`src/rtl/alu_pkg.sv`:
```
package alu_pkg;

  typedef enum logic [3:0] {
    OP_AND  = 4'b0000,
    OP_OR   = 4'b0001,
    OP_ADD  = 4'b0010,
    OP_ADDU = 4'b0011,
    OP_XOR  = 4'b0100,
    OP_SUB  = 4'b0110,
    OP_SUBU = 4'b0111,
    OP_SLT  = 4'b1000,
    OP_SLTU = 4'b1001,
    OP_NOR  = 4'b1100
  } aluOp_e;

  // Strobes from the decoder to the datapath
  typedef struct packed {
    logic invertB;   // complement B and force carry-in high
    logic useSum;
    logic useAnd;
    logic useOr;
    logic useXor;
    logic useNor;
    logic useSlt;
    logic useSltu;
    logic ovfEn;     // report signed overflow
  } aluStrobes_t;

endpackage

```
`src/rtl/alu_fa.sv`:
```
module alu_fa (
  input  logic x,
  input  logic y,
  input  logic cIn,
  output logic s,
  output logic cOut
);
  assign s    = x ^ y ^ cIn;
  assign cOut = (x & y) | (x & cIn) | (y & cIn);
endmodule

```
`src/rtl/alu_ctrl.sv`:
```
module alu_ctrl
  import alu_pkg::*;
(
  input  logic [3:0]  opSel,
  output aluStrobes_t strobes
);
  always_comb begin
    strobes = '0;
    case (opSel)
      OP_AND:  strobes.useAnd = 1'b1;
      OP_OR:   strobes.useOr  = 1'b1;
      OP_XOR:  strobes.useXor = 1'b1;
      OP_NOR:  strobes.useNor = 1'b1;
      OP_ADD: begin
        strobes.useSum = 1'b1;
        strobes.ovfEn  = 1'b1;
      end
      OP_ADDU: strobes.useSum = 1'b1;
      OP_SUB: begin
        strobes.useSum  = 1'b1;
        strobes.invertB = 1'b1;
        strobes.ovfEn   = 1'b1;
      end
      OP_SUBU: begin
        strobes.useSum  = 1'b1;
        strobes.invertB = 1'b1;
      end
      OP_SLT: begin
        strobes.useSlt  = 1'b1;
        strobes.invertB = 1'b1;
      end
      OP_SLTU: begin
        strobes.useSltu = 1'b1;
        strobes.invertB = 1'b1;
      end
      default: strobes = '0;
    endcase
  end
endmodule

```
`src/rtl/alu_datapath.sv`:
```
module alu_datapath
  import alu_pkg::*;
#(
  parameter int WIDTH = 32
) (
  input  logic [WIDTH-1:0] opA,
  input  logic [WIDTH-1:0] opB,
  input  aluStrobes_t      strobes,
  output logic [WIDTH-1:0] result,
  output logic             zeroFlag,
  output logic             overflow
);
  localparam int MSB = WIDTH - 1;

  logic [WIDTH-1:0] bEff;
  logic [WIDTH-1:0] sum;
  logic [WIDTH:0]   carry;
  logic             ovfRaw;
  logic             sltBit;
  logic             sltuBit;

  assign bEff     = opB ^ {WIDTH{strobes.invertB}};
  assign carry[0] = strobes.invertB;

  for (genvar i = 0; i < WIDTH; i++) begin : g_ripple
    alu_fa fa_i (
      .x   (opA[i]),
      .y   (bEff[i]),
      .cIn (carry[i]),
      .s   (sum[i]),
      .cOut(carry[i+1])
    );
  end

  assign ovfRaw  = carry[MSB] ^ carry[WIDTH];
  assign sltBit  = sum[MSB] ^ ovfRaw;
  assign sltuBit = ~carry[WIDTH];

  always_comb begin
    result = '0;
    if (strobes.useSum)  result = result | sum;
    if (strobes.useAnd)  result = result | (opA & opB);
    if (strobes.useOr)   result = result | (opA | opB);
    if (strobes.useXor)  result = result | (opA ^ opB);
    if (strobes.useNor)  result = result | ~(opA | opB);
    if (strobes.useSlt)  result = result | {{(WIDTH-1){1'b0}}, sltBit};
    if (strobes.useSltu) result = result | {{(WIDTH-1){1'b0}}, sltuBit};
  end

  assign zeroFlag = ~|result;
  assign overflow = strobes.ovfEn & ovfRaw;
endmodule

```
`src/rtl/alu_core.sv`:
```
module alu_core
  import alu_pkg::*;
#(
  parameter int WIDTH = 32
) (
  input  logic [WIDTH-1:0] opA,
  input  logic [WIDTH-1:0] opB,
  input  logic [3:0]       opSel,
  output logic [WIDTH-1:0] result,
  output logic             zeroFlag,
  output logic             overflow
);
  aluStrobes_t strobes;

  alu_ctrl ctrl_i (
    .opSel  (opSel),
    .strobes(strobes)
  );

  alu_datapath #(.WIDTH(WIDTH)) dp_i (
    .opA     (opA),
    .opB     (opB),
    .strobes (strobes),
    .result  (result),
    .zeroFlag(zeroFlag),
    .overflow(overflow)
  );
endmodule

```
`config.mk`:
```
export PLATFORM = sky130hd
export DESIGN_NAME = alu_core
export DESIGN_NICKNAME = d
export VERILOG_FILES = /design/src/rtl/alu_pkg.sv /design/src/rtl/alu_fa.sv /design/src/rtl/alu_ctrl.sv /design/src/rtl/alu_datapath.sv /design/src/rtl/alu_core.sv
export SDC_FILE = /design/constraint.sdc
export NUM_CORES = 1
export LEC_CHECK = 0
export BUFFER_PORTS_ARGS = -buffer_cell sky130_fd_sc_hd__buf_2
export CORE_MARGIN = 2
export CORE_UTILIZATION = 55
export DETAILED_ROUTE_END_ITERATION = 7
export GPL_TIMING_DRIVEN = 0
export PLACE_DENSITY = 0.83
export SLEW_MARGIN = 10
export SYNTH_ARGS = -nofsm -noshare
export SYNTH_HDL_FRONTEND = slang
export SYNTH_SLANG_ARGS = --single-unit
export TNS_END_PERCENT = 100
```
`constraint.sdc`:
```
create_clock -name vclk -period 21.1
set_input_delay 1.055 -clock vclk [all_inputs]
set_output_delay 1.055 -clock vclk [all_outputs]
set_load 0.05 [all_outputs]
```
# Word level (Yosys, flattened, before mapping)
# Cells that the tools add are included.
# word_totals
word_cells	270
regBits	0
input_bits	68
output_inout_bits	34
# classes
n_reduce_logical	6
n_eq_ne	9
bitwise	239
n_mux	16
# op_table
op	n
two-way mux 32 bit	7
bitwise OR 32 bit	5
bitwise AND 1 bit	97
bitwise XOR 1 bit	66
bitwise OR 1 bit	64
bitwise OR 32 x 1 -> 32 bit	2
bitwise XOR 32 bit	2
bitwise AND 32 bit	1
NOT 32 bit	1
OR reduction 32 bit	1
equality test 4 x 3 -> 1 bit, second input constant	3
equality test 4 bit, second input constant	3
two-way mux 1 bit	9
equality test 4 x 2 -> 1 bit, second input constant	2
OR reduction 4 bit	2
equality test 4 x 1 -> 1 bit, second input constant	1
logical NOT 4 bit	1
OR reduction 2 bit	1
logical NOT 1 bit	1
NOT 1 bit	1

# Logic depth before layout (Yosys ltp)
# Gate-level depths: netlist of the first run.
# depth
ltp_word	113
depth_mapped	42

# By module
# From an unflattened synthesis of the first run, not the netlist that was laid out.
# unflattened
hier_cells	366
area_unflattened_um2	3214.3
# modules_own_cells
module	cells_per_inst	n_inst	area_each_um2
alu_datapath	322	1	2493.6
alu_fa	1	32	20.0
alu_ctrl	12	1	80.1

# Worst setup path before layout of the first run
# No wires, ideal clock.
# synth_path
path_type	input-to-output
startpoint	in opSel[2]
endpoint	out zeroFlag
path_stages	40
path_buffers	2
setup_slack_ps	3367
t_arrival_ps	16678
path_cell_list	buf_2 -> or3b_1 -> o21ai_1 -> clkbuf_1 -> xnor2_1 -> fa_1 -> fa_1 -> inv_1 -> fa_1 -> fa_1 -> fa_1 -> fa_1 -> fa_1 -> fa_1 -> fa_1 -> fa_1 -> fa_1 -> fa_1 -> [4 not listed] -> fa_1 -> fa_1 -> fa_1 -> fa_1 -> fa_1 -> fa_1 -> fa_1 -> fa_1 -> fa_1 -> fa_1 -> fa_1 -> fa_1 -> fa_1 -> fa_1 -> nand4b_1 -> mux2i_1 -> or4_1 -> nor4_2
# synth_between
elab_cells_between_ends	263
cone_classes	9 x eq/ne; 15 x mux; 234 x bitwise; 5 x reduce/logical
# synth_lines
item	line	source
from (decl)	alu_core.sv:8	input logic [3:0] opSel,
equality test 4 x 3 -> 1 bit / equality test 4 bit (equally long branches)	alu_ctrl.sv:9	case (opSel)
OR reduction 4 bit (no source line)	-	
two-way mux 1 bit	alu_ctrl.sv:9	
bitwise XOR 32 bit	alu_datapath.sv:22	assign bEff = opB ^ {WIDTH{strobes.invertB}};
bitwise AND 1 bit	alu_fa.sv:9	assign cOut = (x & y) | (x & cIn) | (y & cIn);
bitwise OR 1 bit (2 in series)	alu_fa.sv:9	
bitwise AND 1 bit	alu_fa.sv:9	
bitwise OR 1 bit (2 in series)	alu_fa.sv:9	
[91 not listed]	-	
bitwise XOR 1 bit	alu_datapath.sv:36	assign sltBit = sum[MSB] ^ ovfRaw;
bitwise OR 32 x 1 -> 32 bit	alu_datapath.sv:46	if (strobes.useSlt) result = result | {{(WIDTH-1){1'b0}}, sltBit};
two-way mux 32 bit	alu_datapath.sv:46	
bitwise OR 32 x 1 -> 32 bit	alu_datapath.sv:47	if (strobes.useSltu) result = result | {{(WIDTH-1){1'b0}}, sltuBit};
two-way mux 32 bit (*)	alu_datapath.sv:47	
named net result[0]	alu_core.sv:9	output logic [WIDTH-1:0] result,
OR reduction 32 bit (*)	alu_datapath.sv:50	assign zeroFlag = ~|result;
logical NOT 1 bit (*)	alu_datapath.sv:50	
to (decl)	alu_core.sv:10	output logic zeroFlag,
# Mark *: on every way through the listed nets, which the timed path passes. The rest lies on a longest branch.

# Worst setup path after layout of the first run
# layout_path
startpoint	in opSel[1]
endpoint	out zeroFlag
# layout_between
elab_chain_len	113
elab_cells_between_ends	263
cone_classes	9 x eq/ne; 15 x mux; 234 x bitwise; 5 x reduce/logical
# layout_lines
item	line	source
equality test 4 x 3 -> 1 bit / equality test 4 bit (equally long branches)	alu_ctrl.sv:9	
OR reduction 4 bit (no source line)	-	
two-way mux 1 bit	alu_ctrl.sv:9	
bitwise XOR 32 bit	alu_datapath.sv:22	
bitwise AND 1 bit	alu_fa.sv:9	
bitwise OR 1 bit (2 in series)	alu_fa.sv:9	
bitwise AND 1 bit	alu_fa.sv:9	
bitwise OR 1 bit (2 in series)	alu_fa.sv:9	
[95 not listed]	-	
bitwise OR 32 bit	alu_datapath.sv:45	if (strobes.useNor) result = result | ~(opA | opB);
two-way mux 32 bit	alu_datapath.sv:45	
bitwise OR 32 x 1 -> 32 bit	alu_datapath.sv:46	
two-way mux 32 bit	alu_datapath.sv:46	
bitwise OR 32 x 1 -> 32 bit	alu_datapath.sv:47	
two-way mux 32 bit (*)	alu_datapath.sv:47	
OR reduction 32 bit (*)	alu_datapath.sv:50	
logical NOT 1 bit (*)	alu_datapath.sv:50	
# Mark *: on every way between the ends. The rest lies on a longest branch, timed or not.

==> impl_metrics.yaml, run 1 <==
outcome:
  run_status: "finished clean"
synth:
  synth-seq-area-share_pct: 0
  synth_top_cells_by_area: "sky130_fd_sc_hd__ha_1 23%, sky130_fd_sc_hd__fa_1 17%, sky130_fd_sc_hd__xnor2_1 7.5%, sky130_fd_sc_hd__inv_1 6.9%, sky130_fd_sc_hd__o2bb2ai_1 5.6%"
  synth_top_cells_by_count: "66 x sky130_fd_sc_hd__ha_1, 66 x sky130_fd_sc_hd__inv_1, 31 x sky130_fd_sc_hd__xnor2_1"
  synth_nets: 607
  post-synth-top-area-fraction_pct: 22.9
  syn-instance-count: 443
  synth.largest_area_cell: "sky130_fd_sc_hd__ha_1"
  avgSynthCellArea_sq_um: 8.14
  yosys_warn_count: 0
  yosysUniqueCellTypes: 54
  post_synthesis_instance_area_sq_um: 3600
timing:
  maxClockFrequency_mhz: 53.3
  maxSlewViolCount: 0
  tightest_slew_ns: 1.17
  final-hold-violation-count: 0
  finalSetupViolations: 0
  post_route_fraction_of_the_period_consumed_by_the_critical_path_pct: 89.0
  fin_setup_tns_ns: 0
  slew-limit-headroom_pct: 21.3
  period_needed_ns: 18.77
  final.hold.worst_slack_ns: 2.71
  setup_repair_after_global_routing_missed_its_margin: "false"
die:
  effective_utilization_at_floorplan_pct: 56.8
  floorplan.die.height_um: 85.0
  top_level_ports: 102
  placementRows: 29
  floorplan.die.width_um: 85.0
  core_sq_um: 6350
  die_area_sq_um: 7220
routing:
  avgRoutedWirePerCell_um: 18.7
  drt-total-wl_um: 11600
  first_pass_iters: 5
  detail_route.drc_violations: 0
  via_count: 3958
  drtAntennaViolNets: 0
  dr_wl_met2_um: 5470
  routed_via_density: 6.37
  amount_of_wire_on_met3_after_detailed_routing_um: 1300
  detailedRoute.firstIterationViolations: 291
  top_signal_layer_used: "met4"
  wl_met1_um: 4460
place:
  gp_congestion: 0.968
  placement.io_buffers: 101
  place.detailed.instances: 621
  detailedPlacementHpwl_um: 9410
  postPlaceCellArea_sq_um: 4210
setup_path:
  worst_setup_ep_type: "primary output"
  critical_path.max_stage_delay_ns: 0.70
  required_ns: 20.05
  cp_slowest_cell: "sky130_fd_sc_hd__clkbuf_1"
  critical_path_peak_fanout: 10
  path_class: "in2out"
  crit_top_cell: "sky130_fd_sc_hd__fa_1"
  cp.arrival_ns: 17.71
  cp-start-kind: "input port"
cells_and_area:
  seqCellArea_sq_um: 0
  seq_cell_count: 0
  n_antenna_cell: 0
  nClkBuffers: 0
  final_layout_net_count: 710
  drive_gt1_share_pct: 22.4
  finalNonFillerCells: 621
  syn2layout_area_growth_pct: 16.7
  layout.cell_area.non_filler_sq_um: 4210
global_route:
  grt_max_degree: 11
  vias_in_the_first_global_route: 4026
  grt.total_usage_pct: 32.1
  grt_first_pass_wirelength_um: 19100
  antenna_violations_before_repair: 0
  grt_remaining_overflow: 0
clock_tree:
  cts_setup_buffers: 0
  cts.repair.resized: 0
  count_of_hold_buffers_inserted_by_post_cts_repair: 0
power:
  total_leakage_power_nw: 2.09
  power_w: 0.000155
  irDropWorstVdd_v: 0.0000268
  powerDensity_nw_per_um2: 36.9
min_path:
  worstHoldPathCells: 4
  hp-class: "in2out"
flow_run:
  max_cap_viols: 0
## per-stage QoR
stage | utilization [%] | setup slack (ns)
5_1_grt | 66.2 | 1.73
2_1_floorplan | - | 3.37
4_1_cts | 66.2 | 2.35
3_3_place_gp | 66.2 | 2.46
3_5_place_dp | 66.2 | 2.42
6_report | 66.2 | 2.33
## layout by cell type, fill, tap and decap left out, drive strengths merged, types with 4 or more instances in the layout
cell and n:
a211o 6, a21oi 11, a22oi 22, a2bb2oi 8, a32oi 14, and3 8
and4 4, buf 110, clkbuf 25, fa 30, ha 66, inv 66
nand2 16, nor2 9, nor3 6, nor4 9, o21ai 25, o2bb2ai 23
or4 5, or4b 7, xnor2 31
## layer usage
metal / vias up / GRT usage [%]
met5: - / 0
met4: 0 / 11.7
met3: 44 / 4.57
met2: 271 / 54.8
met1: 1840 / 41.3
li1: 1803 / -
## logic make-up (layout without fill, tap and decap cells)
group | count (synthesis) | after routing | share of synthesized area [%]
buffers and inverters | 100 | 201 | 11.1
and+or+nand+nor | 84 | 84 | 14.5
adders and majority gates | 96 | 96 | 39.6
xor gates and xnor gates | 32 | 32 | 7.78
muxes | 4 | 4 | 1.15
AOI/OAI and AO/OA | 127 | 127 | 26.0
## worst paths after layout
kind              slack (ns)          to  startpoint
setup / recovery        2.33    zeroFlag    opSel[1]
hold / removal          2.71  result[12]    opSel[3]
## cell type report
| cell class | instances | area [sq um] |
|---|---|---|
| repair buffers | 101 | 505 |
| well taps | 77 | 96.3 |
| inverters | 66 | 248 |
| fillers | 570 | 2140 |
| multi-input cells | 343 | 3210 |
| plain buffers | 34 | 151 |
## power breakdown
| part | internal, W | leakage [nW] | switching [W] |
|---|---|---|---|
| Combinational | 0.0000560 | 2.09 | 0.0000994 |
| Sequential | 0 | 0 | 0 |
| Clock | 0 | 0 | 0 |
## worst max-delay path: cells and delay by family
kind	cells	cell delay, ns
AO/OA/AOI/OAI	3	0.80
AND/OR/NAND/NOR	5	1.40
adder cells (fa/ha/maj)	30	12.86
buffers and inverters	5	1.38
XOR/XNOR	1	0.21
Note: power is estimated with default switching activity, not from simulation.
==> inputs of run 2 (changes only) <==
--- a/config.mk
+++ b/config.mk
@@ -6,6 +6,7 @@
 export NUM_CORES = 1
 export LEC_CHECK = 0
 export BUFFER_PORTS_ARGS = -buffer_cell sky130_fd_sc_hd__buf_2
+export CORE_ASPECT_RATIO = 0.6
 export CORE_MARGIN = 2
 export CORE_UTILIZATION = 55
 export DETAILED_ROUTE_END_ITERATION = 7
==> run 2 against run 1 <==
Compared with the run above:
- cell count up 1.1%
- sequential share of layout area unchanged
- routed wire length up 4.4%
- fmax down 0.75%
- critical path depth unchanged
- global-route usage up 1.8 points
- via count up 1.1%
- largest power group unchanged
==> impl_metrics.yaml, run 2 (synthesis gave the netlist of run 1 again) <==
outcome:
  run_status: "finished clean"
routing:
  drt-total-wl_um: 12100
  first_pass_iters: 5
  via_count: 4002
  routed_via_density: 6.37
  detail_route.drc_violations: 0
  avgRoutedWirePerCell_um: 19.3
  detailedRoute.firstIterationViolations: 391
  drtAntennaViolNets: 0
setup_path:
  cp-start-kind: "input port"
  required_ns: 20.05
  worst_setup_ep_type: "primary output"
  critical_path_peak_fanout: 10
  path_class: "in2out"
  critical_path.max_stage_delay_ns: 0.72
  cp_slowest_cell: "sky130_fd_sc_hd__clkbuf_1"
  crit_top_cell: "sky130_fd_sc_hd__fa_1"
  cp.arrival_ns: 17.86
power:
  comb_power_share_pct: 100.0
  pwr-share-clk_pct: 0
  total_leakage_power_nw: 2.09
  internal_power_contribution_w: 0.0000565
  power.switching_fraction_pct: 64.2
  irDropWorstVdd_v: 0.0000284
  netSwitchingPower_w: 0.000101
  seqPwrFrac_pct: 0
  powerDensity_nw_per_um2: 37.4
timing:
  maxSlewViolCount: 0
  final-hold-violation-count: 0
  setup_repair_after_global_routing_missed_its_margin: "false"
  final.hold.worst_slack_ns: 2.71
  fin_setup_tns_ns: 0
  period_needed_ns: 18.91
  finalSetupViolations: 0
  tightest_slew_ns: 1.33
  maxClockFrequency_mhz: 52.9
  slew-limit-headroom_pct: 10.8
  post_route_fraction_of_the_period_consumed_by_the_critical_path_pct: 89.6
min_path:
  hp-class: "in2out"
global_route:
  antenna_violations_before_repair: 0
  grt_first_pass_wirelength_um: 19000
  grt_remaining_overflow: 0
  grt.total_usage_pct: 33.9
  grt_max_degree: 11
  vias_in_the_first_global_route: 3757
die:
  top_level_ports: 102
  die_area_sq_um: 7240
  placementRows: 22
  core_sq_um: 6220
  effective_utilization_at_floorplan_pct: 57.9
  floorplan.die.height_um: 66.7
  floorplan.die.width_um: 109
cells_and_area:
  finish.utilization_pct: 67.8
  nClkBuffers: 0
  seq_cell_count: 0
  n_antenna_cell: 0
  seqCellArea_sq_um: 0
  mostFrequentLayoutCell: "sky130_fd_sc_hd__buf_2"
  syn2layout_area_growth_pct: 16.9
  drive_gt1_share_pct: 22.4
  most-common-layout-cells: "105 x sky130_fd_sc_hd__buf_2, 66 x sky130_fd_sc_hd__inv_1, 66 x sky130_fd_sc_hd__ha_1, 31 x sky130_fd_sc_hd__xnor2_1, 30 x sky130_fd_sc_hd__fa_1"
  final_layout_net_count: 710
place:
  detailedPlacementHpwl_um: 10000
  gp_congestion: 0.967
  placement.io_buffers: 101
clock_tree:
  cts.repair.resized: 0
  cts_setup_buffers: 0
  count_of_hold_buffers_inserted_by_post_cts_repair: 0
flow_run:
  max_cap_viols: 0
==> run 2: cell counts in the layout (fill, tap and decap cells not counted) <==
No cell type changed its count.
==> run 2: layout make-up <==
class	count	area, sq um
Multi-Input combinational cell	343	3210
Fill cell	572	2010
Timing Repair Buffer	101	505
Inverter	66	248
Buffer	34	151
Tap cell	84	105
==> run 2: worst max-delay path, delay by kind of cell <==
family | cells | cell delay (ns)
and+or+nand+nor | 5 | 1.39
adders and majority gates | 30 | 12.94
AOI/OAI and AO/OA | 3 | 0.83
xor gates and xnor gates | 1 | 0.22
buffers and inverters | 5 | 1.40
==> run 2: stage by stage <==
step	std cells	setup WS, ns	cell area (sq um)	power [W]
6_report	628	2.19	4220	0.000158
5_1_grt	628	1.64	4220	0.000170
4_1_cts	628	2.22	4220	0.000155
3_5_place_dp	628	2.26	4220	0.000154
3_3_place_gp	628	2.41	4220	0.000151
2_1_floorplan	443	3.37	3600	0.000109
==> run 2: final timing paths <==
check                     to  startpoint  slack, ns  cells after the start
setup / recovery    zeroFlag    opSel[1]       2.19                     44
hold / removal    result[15]    opSel[3]       2.71                      4
==> run 2: power by group through the flow <==
stage / sequential, W / clock [W] / combinational, W
finish: 0 / 0 / 0.000158
global route: 0 / 0 / 0.000170
CTS: 0 / 0 / 0.000155
detailed placement: 0 / 0 / 0.000154
global placement: 0 / 0 / 0.000151
floorplan: 0 / 0 / 0.000109
==> run 2: layer usage <==
layer | vias to the layer above | GRT usage [%] | part of all wire [%]
li1 | 1804 | - | -
met1 | 1875 | 50.1 | 44
met2 | 301 | 52.7 | 41
met3 | 22 | 6.46 | 14
met4 | 0 | 3.04 | 0.98
met5 | - | 0 | 0
